File: src/rtl/wnv_pkg.sv
package wnv_pkg;

  typedef enum logic [2:0] {
    OP_NOP     = 3'd0,
    OP_WRITE   = 3'd1,
    OP_STORE   = 3'd2,
    OP_RESTORE = 3'd3,
    OP_SETWP   = 3'd4,
    OP_READNV  = 3'd5
  } op_e;

  // Code of the middle position for a register of the given width.
  function automatic int midscale(input int pos_w);
    return 1 << (pos_w - 1);
  endfunction

  // Opcodes above the last defined one are rejected.
  function automatic logic op_defined(input logic [2:0] op);
    return op <= 3'd5;
  endfunction

  function automatic int max2(input int a, input int b);
    return (a > b) ? a : b;
  endfunction

endpackage

File: src/rtl/wnv_timer.sv
// Down-counting window: active for exactly load+1 edges after start.
module wnv_timer #(
  parameter int W = 8
) (
  input  logic         clk,
  input  logic         rst,
  input  logic [W-1:0] rst_load,
  input  logic         start,
  input  logic [W-1:0] load,
  output logic         active,
  output logic         done
);

  logic [W-1:0] cnt;

  always_ff @(posedge clk) begin
    if (rst) begin
      active <= 1'b1;
      cnt    <= rst_load;
    end else if (start) begin
      active <= 1'b1;
      cnt    <= load;
    end else if (active) begin
      if (cnt == '0) active <= 1'b0;
      else           cnt    <= cnt - 1'b1;
    end
  end

  // Last cycle of the window, named for the assertions and the sequencer.
  assign done = active && (cnt == '0);

  p_window_ends_r4: assert property (@(posedge clk) disable iff (rst)
    (done && !start) |=> !active);

endmodule

File: src/rtl/wnv_seq.sv
module wnv_seq
  import wnv_pkg::*;
#(
  parameter int POS_W       = 6,
  parameter int CNT_W       = 8,
  parameter int STORE_CYC   = 40,
  parameter int RESTORE_CYC = 12
) (
  input  logic             clk,
  input  logic             rst,
  input  logic             cmd_valid,
  input  logic [2:0]       cmd_op,
  input  logic [POS_W-1:0] cmd_data,
  input  logic [POS_W-1:0] nv_rd_data,
  input  logic             op_busy,
  input  logic             op_done,
  input  logic             lock_active,
  output logic             op_start,
  output logic [CNT_W-1:0] op_load,
  output logic [POS_W-1:0] wiper,
  output logic             nv_we,
  output logic [POS_W-1:0] nv_wdata,
  output logic [POS_W-1:0] nv_view,
  output logic             wp,
  output logic             err
);

  localparam logic [POS_W-1:0] MID       = POS_W'(midscale(POS_W));
  localparam logic [CNT_W-1:0] STORE_LD  = CNT_W'(STORE_CYC - 1);
  localparam logic [CNT_W-1:0] RESTORE_LD = CNT_W'(RESTORE_CYC - 1);

  op_e  op;
  logic restoring;
  logic rej_busy, rej_store, rej_undef, reject;
  logic acc_write, acc_store, acc_restore, acc_wp, acc_read;

  assign op = op_e'(cmd_op);

  // Rejection causes, each a named event.
  assign rej_busy  = cmd_valid && op_busy;
  assign rej_undef = cmd_valid && !op_busy && !op_defined(cmd_op);
  assign rej_store = cmd_valid && !op_busy && (op == OP_STORE) && (wp || lock_active);
  assign reject    = rej_busy || rej_undef || rej_store;

  assign acc_write   = cmd_valid && !op_busy && (op == OP_WRITE);
  assign acc_store   = cmd_valid && !op_busy && (op == OP_STORE) && !wp && !lock_active;
  assign acc_restore = cmd_valid && !op_busy && (op == OP_RESTORE);
  assign acc_wp      = cmd_valid && !op_busy && (op == OP_SETWP);
  assign acc_read    = cmd_valid && !op_busy && (op == OP_READNV);

  assign op_start = acc_store || acc_restore;
  assign op_load  = acc_store ? STORE_LD : RESTORE_LD;

  always_ff @(posedge clk) begin
    if (rst) begin
      wiper     <= MID;
      restoring <= 1'b1;
      wp        <= 1'b0;
      err       <= 1'b0;
      nv_we     <= 1'b0;
      nv_wdata  <= '0;
      nv_view   <= '0;
    end else begin
      err   <= reject;
      nv_we <= acc_store;
      if (acc_store)  nv_wdata  <= wiper;
      if (op_start)   restoring <= acc_restore;
      if (acc_wp)     wp        <= 1'b1;
      if (acc_read)   nv_view   <= nv_rd_data;
      if (op_done && restoring) wiper <= nv_rd_data;
      else if (acc_write)       wiper <= cmd_data;
    end
  end

  p_we_single_r4: assert property (@(posedge clk) disable iff (rst)
    nv_we |=> !nv_we);
  p_we_allowed_r6: assert property (@(posedge clk) disable iff (rst)
    nv_we |-> $past(!wp && !lock_active));
  p_wp_sticky_r6: assert property (@(posedge clk) disable iff (rst)
    wp |=> wp);
  p_busy_reject_r8: assert property (@(posedge clk) disable iff (rst)
    (cmd_valid && op_busy) |=> (err && !nv_we));
  p_undef_reject_r10: assert property (@(posedge clk) disable iff (rst)
    rej_undef |=> (err && $stable(wiper) && $stable(wp)));

endmodule

File: src/rtl/wiper_nv_ctrl.sv
module wiper_nv_ctrl
  import wnv_pkg::*;
#(
  parameter int POS_W       = 6,
  parameter int STORE_CYC   = 40,
  parameter int RESTORE_CYC = 12,
  parameter int REWRITE_CYC = 20
) (
  input  logic             clk,
  input  logic             rst,
  input  logic             cmd_valid,
  input  logic [2:0]       cmd_op,
  input  logic [POS_W-1:0] cmd_data,
  input  logic [POS_W-1:0] nv_rd_data,
  output logic [POS_W-1:0] wiper,
  output logic             busy,
  output logic             nv_lock,
  output logic             wp,
  output logic             err,
  output logic             nv_we,
  output logic [POS_W-1:0] nv_wdata,
  output logic [POS_W-1:0] nv_view
);

  localparam int OP_MAX = max2(STORE_CYC, RESTORE_CYC);
  localparam int CNT_W  = $clog2(OP_MAX + 1);
  localparam int LCK_W  = $clog2(REWRITE_CYC + 1);

  logic             op_start, op_done, lock_done;
  logic [CNT_W-1:0] op_load;

  // Shared store/restore window; loaded for a restore at power-on.
  wnv_timer #(.W(CNT_W)) u_op_tmr (
    .clk(clk), .rst(rst), .rst_load(CNT_W'(RESTORE_CYC - 1)),
    .start(op_start), .load(op_load), .active(busy), .done(op_done)
  );

  // Rewrite lockout, armed only by reset.
  wnv_timer #(.W(LCK_W)) u_lock_tmr (
    .clk(clk), .rst(rst), .rst_load(LCK_W'(REWRITE_CYC - 1)),
    .start(1'b0), .load('0), .active(nv_lock), .done(lock_done)
  );

  wnv_seq #(
    .POS_W(POS_W), .CNT_W(CNT_W),
    .STORE_CYC(STORE_CYC), .RESTORE_CYC(RESTORE_CYC)
  ) u_seq (
    .clk(clk), .rst(rst), .cmd_valid(cmd_valid), .cmd_op(cmd_op),
    .cmd_data(cmd_data), .nv_rd_data(nv_rd_data), .op_busy(busy),
    .op_done(op_done), .lock_active(nv_lock), .op_start(op_start),
    .op_load(op_load), .wiper(wiper), .nv_we(nv_we), .nv_wdata(nv_wdata),
    .nv_view(nv_view), .wp(wp), .err(err)
  );

  p_wiper_hold_r5: assert property (@(posedge clk) disable iff (rst)
    (busy && !op_done) |=> $stable(wiper));
  p_lock_over_r7: assert property (@(posedge clk) disable iff (rst)
    lock_done |=> !nv_lock);
  p_lock_no_rearm_r7: assert property (@(posedge clk) disable iff (rst)
    !nv_lock |=> !nv_lock);
  p_store_starts_busy_r4: assert property (@(posedge clk) disable iff (rst)
    nv_we |-> busy);

endmodule

File: config.mk
export PLATFORM = sky130hd
export DESIGN_NAME = wiper_nv_ctrl
export DESIGN_NICKNAME = d
export VERILOG_FILES = /design/src/rtl/wnv_pkg.sv /design/src/rtl/wnv_timer.sv /design/src/rtl/wnv_seq.sv /design/src/rtl/wiper_nv_ctrl.sv
export SDC_FILE = /design/constraint.sdc
export NUM_CORES = 1
export LEC_CHECK = 0
export BUFFER_PORTS_ARGS = -buffer_cell sky130_fd_sc_hd__clkbuf_2
export CAP_MARGIN = 30
export CORE_UTILIZATION = 45
export DETAILED_ROUTE_END_ITERATION = 12
export PLACE_DENSITY = 0.73
export SYNTH_ARGS = -nofsm -noshare
export SYNTH_HDL_FRONTEND = slang
export SYNTH_SLANG_ARGS = --single-unit
export TNS_END_PERCENT = 50
File: constraint.sdc
create_clock -name clk -period 1.5 [get_ports clk]
set_input_delay 0 -clock clk [delete_from_list [all_inputs] [get_ports clk]]
set_output_delay 0 -clock clk [all_outputs]
set_load 0.02 [all_outputs]
==> impl_results.md <==
- Overall power: 1.93 mW
- Gr ovfl total: 0
- Hold Fails Final Rpt: 0
- RSZ-0062 raised after global routing: true
- P&R area growth vs syn: 44.0%
- Syn Nets: 181
- CP Launch Type: flop
- Minimum clock period: 1.50 ns
- Failing checks: setup timing
- Pwr per Cell Area: 877 nW/um2
- HP Class: input pin to flop
- Syn Inst Count: 160
- Slowest cell on crit path: or4b_4
- Deepest clock path buffer count: 2
- TritonCTS Buffers: 5
- Core Area: 3130 um2
- Placed cell areas: 1880 um2
- Maximum VDD drop: 428 uV
- Comb power frac: 11.9%
- Hold WS: 0.0273 ns
- Synth top area cells: dfxtp_1, mux2i_1, nor2_1
- WL final: 3.79 mm
- Vias in the first global route: 1,326
- Flop pwr share: 50.8%
- Dpl hpwl: 2.51 mm
- Routed length per instance: 13.7 um
- Initial antenna violation count: 0
- Register area share after synthesis: 45.9%
- Die Ht: 60.2 um
- ANT nets after route: 0
- Max-slew violations: 0
- Average size of a mapped cell: 9.54 um2
- M3 GR Usage: 4.11%
- Static Leak: 1.08 nW
- GRT Total Usage: 21.8%
- Ant. Diodes: 0
- Post-synth EDFFs: 0
- Psw: 0.451 mW
- PortBufs: 40
- Chip Width: 60.2 um
- Internal power: 1.48 mW
- Max cap viols: 0
- Clk Latency, worst-skew pair: 0.34 ns
- Yosys reg bits: 35
- Main synth FF type: dfxtp_1
- Crit Path Max Fanout: 4
- Fin Clk Skew: 0.00974 ns
- Final Wtd Congestion: 0.762
- Worst slew pin tran: 0.398 ns
- CTS root buffer: clkbuf_4
- Max_slew headroom: 73.1%
- Total die area: 3630 um2
- DR iter-0 viols: 78
- Non-Filler Instances: 277
- Final period util: 100%
- Critical path endpoint category: flop
- Worst path arrival time: 1.78 ns
- Footprint of the multi-input gates: 826 um2
- Leading area contributor after synthesis: dfxtp_1
- Clock-pin slew on the worst setup and hold paths: 0.11 ns
- Yosys cell types: 37
- H-tree depth: 2
- DRC violations left: 0
- CTS tree: done
- Count of final setup violators: 1
- Setup ws final: -0.00240 ns
- Required time of the critical path: 1.77 ns
- Number of cell rows: 20
- Crit path kind: flop to flop
- Met1 usage in global routing: 25.3%
- Post-synth ARST share: 0%
- Post-synth top area share: 45.9%
- Grt met2 use: 37.4%
- Reg area: 709 um2
- IO Pins: 41
- Post-Syn Area: 1530 um2
- First-pass GRT wire length: 5.75 mm
- Starting Density: 48.8%
- TritonCTS sink count: 35
- Vias: 1,381
- YS warnings: 0
- Placed cells: 251
- Sw Share: 23.4%
- Share of cells above drive strength 1: 40.8%
- Via/cell ratio: 4.99
- Post-layout nets: 253
- Status: complete, but fails checks
- Drt first pass iters: 4
- Fillers: 236
- Final Cell Area: 2200 um2
- Proportion of power drawn by the clock network: 37.3%
- FMAX: 666 MHz
- Largest net degree at the start of global routing: 21
- Crit-path max cell delay: 0.54 ns
- Crit-path cells: buf_6 > or4b_4 > or3_1 > a31oi_1
- GR peak layer: met2
==> area by class of cell <==
cell class / instances / share of cell area [%]
clock inverter: 2 / 1.59
inverter: 6 / 1.02
tap: 44 / 2.50
sequential: 35 / 32.3
clock buffer: 6 / 2.33
multi-input combinational: 112 / 37.6
timing repair buffer: 72 / 22.7
==> per-layer routing <==
layer  part of all wire, %  routed length [um]  vias to the layer above
met4                   2.3                  87                        0
met3                   3.9                 149                        9
met1                    44                1670                      638
met5                     0                   0                        -
met2                    50                1880                       33
li1                      -                   -                      701
==> synth_stat cells, types with 4 or more instances <==
cell type,count
nor2_1,23
a211oi_2,5
dfxtp_1,35
mux2i_1,17
clkbuf_1,4
nand2_1,16
inv_1,6
o21ai_0,4
nand3_1,4
nor3_1,4
==> power by group through the flow <==
stage	combinational [mW]	sequential, mW	clock, mW
after global placement	0.158	0.994	0
after global routing	0.254	0.982	0.782
final	0.230	0.979	0.718
after CTS	0.208	0.975	0.732
after detailed placement	0.166	0.996	0
after floorplan	0.0941	0.997	0
==> cells by family after synthesis <==
| logic type | Yosys count | share of synthesized area [%] |
|---|---|---|
| AND/OR/NAND/NOR | 65 | 22.1 |
| flip-flops | 35 | 45.9 |
| XOR/XNOR | 5 | 2.87 |
| adder cells (fa/ha/maj) | 3 | 2.46 |
| multiplexers | 17 | 11.1 |
| buffers and inverters | 13 | 4.02 |
| AO/OA/AOI/OAI | 22 | 11.5 |
==> sequential cells by signal, indices dropped and copies added, names as in the netlist <==
signal	count
u_op_tmr.cnt	6
u_seq.nv_view	6
u_seq.nv_wdata	6
u_seq.wiper	6
u_lock_tmr.cnt	5
u_lock_tmr.active	1
u_op_tmr.active	1
u_seq.err	1
u_seq.nv_we	1
u_seq.restoring	1
u_seq.wp	1
==> path summary, 6_finish.rpt <==
path,endpoint,depth (start not counted),from,slack (ns)
worst max-delay path,u_op_tmr.cnt[5],4,u_op_tmr.cnt[1],-0.002
worst max register to register,u_op_tmr.cnt[5],4,u_op_tmr.cnt[1],-0.002
worst min register to register,u_seq.restoring,2,u_seq.restoring,0.50
worst min-delay path,u_seq.wp,4,cmd_op[0],0.03
==> layout by cell type, fill, tap and decap left out, types with 4 or more instances in the layout <==
master,count
nor2_1,23
dfxtp_2,4
mux2i_1,17
a211oi_2,5
nand2_1,14
dlygate4sd3_1,14
inv_2,4
clkbuf_2,40
dfxtp_1,30
buf_4,14
clkbuf_4,5
nor3_1,4
==> stage by stage <==
stage                      TNS, ns  utilization [%]  setup slack, ns
after floorplan             -0.173                -          -0.0333
after global placement     -0.0261             60.2          -0.0261
after detailed placement    -0.113             60.2           -0.113
after CTS                  -0.0127             68.3          -0.0127
after global routing        -0.292             70.3          -0.0565
final                     -0.00240             70.3         -0.00240
==> what timing repair did <==
| action | CTS | global route |
|---|---|---|
| hold buffers | 14 | 0 |
| hold endpoints to repair | 18 | 0 |
| resized for setup | 6 | 15 |
| setup buffers | 2 | 2 |
| cloned | 0 | 0 |
| pin swaps | 4 | 5 |
| setup endpoints to repair | 3 | 16 |
==> worst max-delay path: cells and delay by family (launching register included) <==
kind	cells	cell delay, ns
compound gates	1	0.12
buf+inv	1	0.11
flops	1	0.34
simple gates	2	0.87
Note: power is estimated with default switching activity, not from simulation.
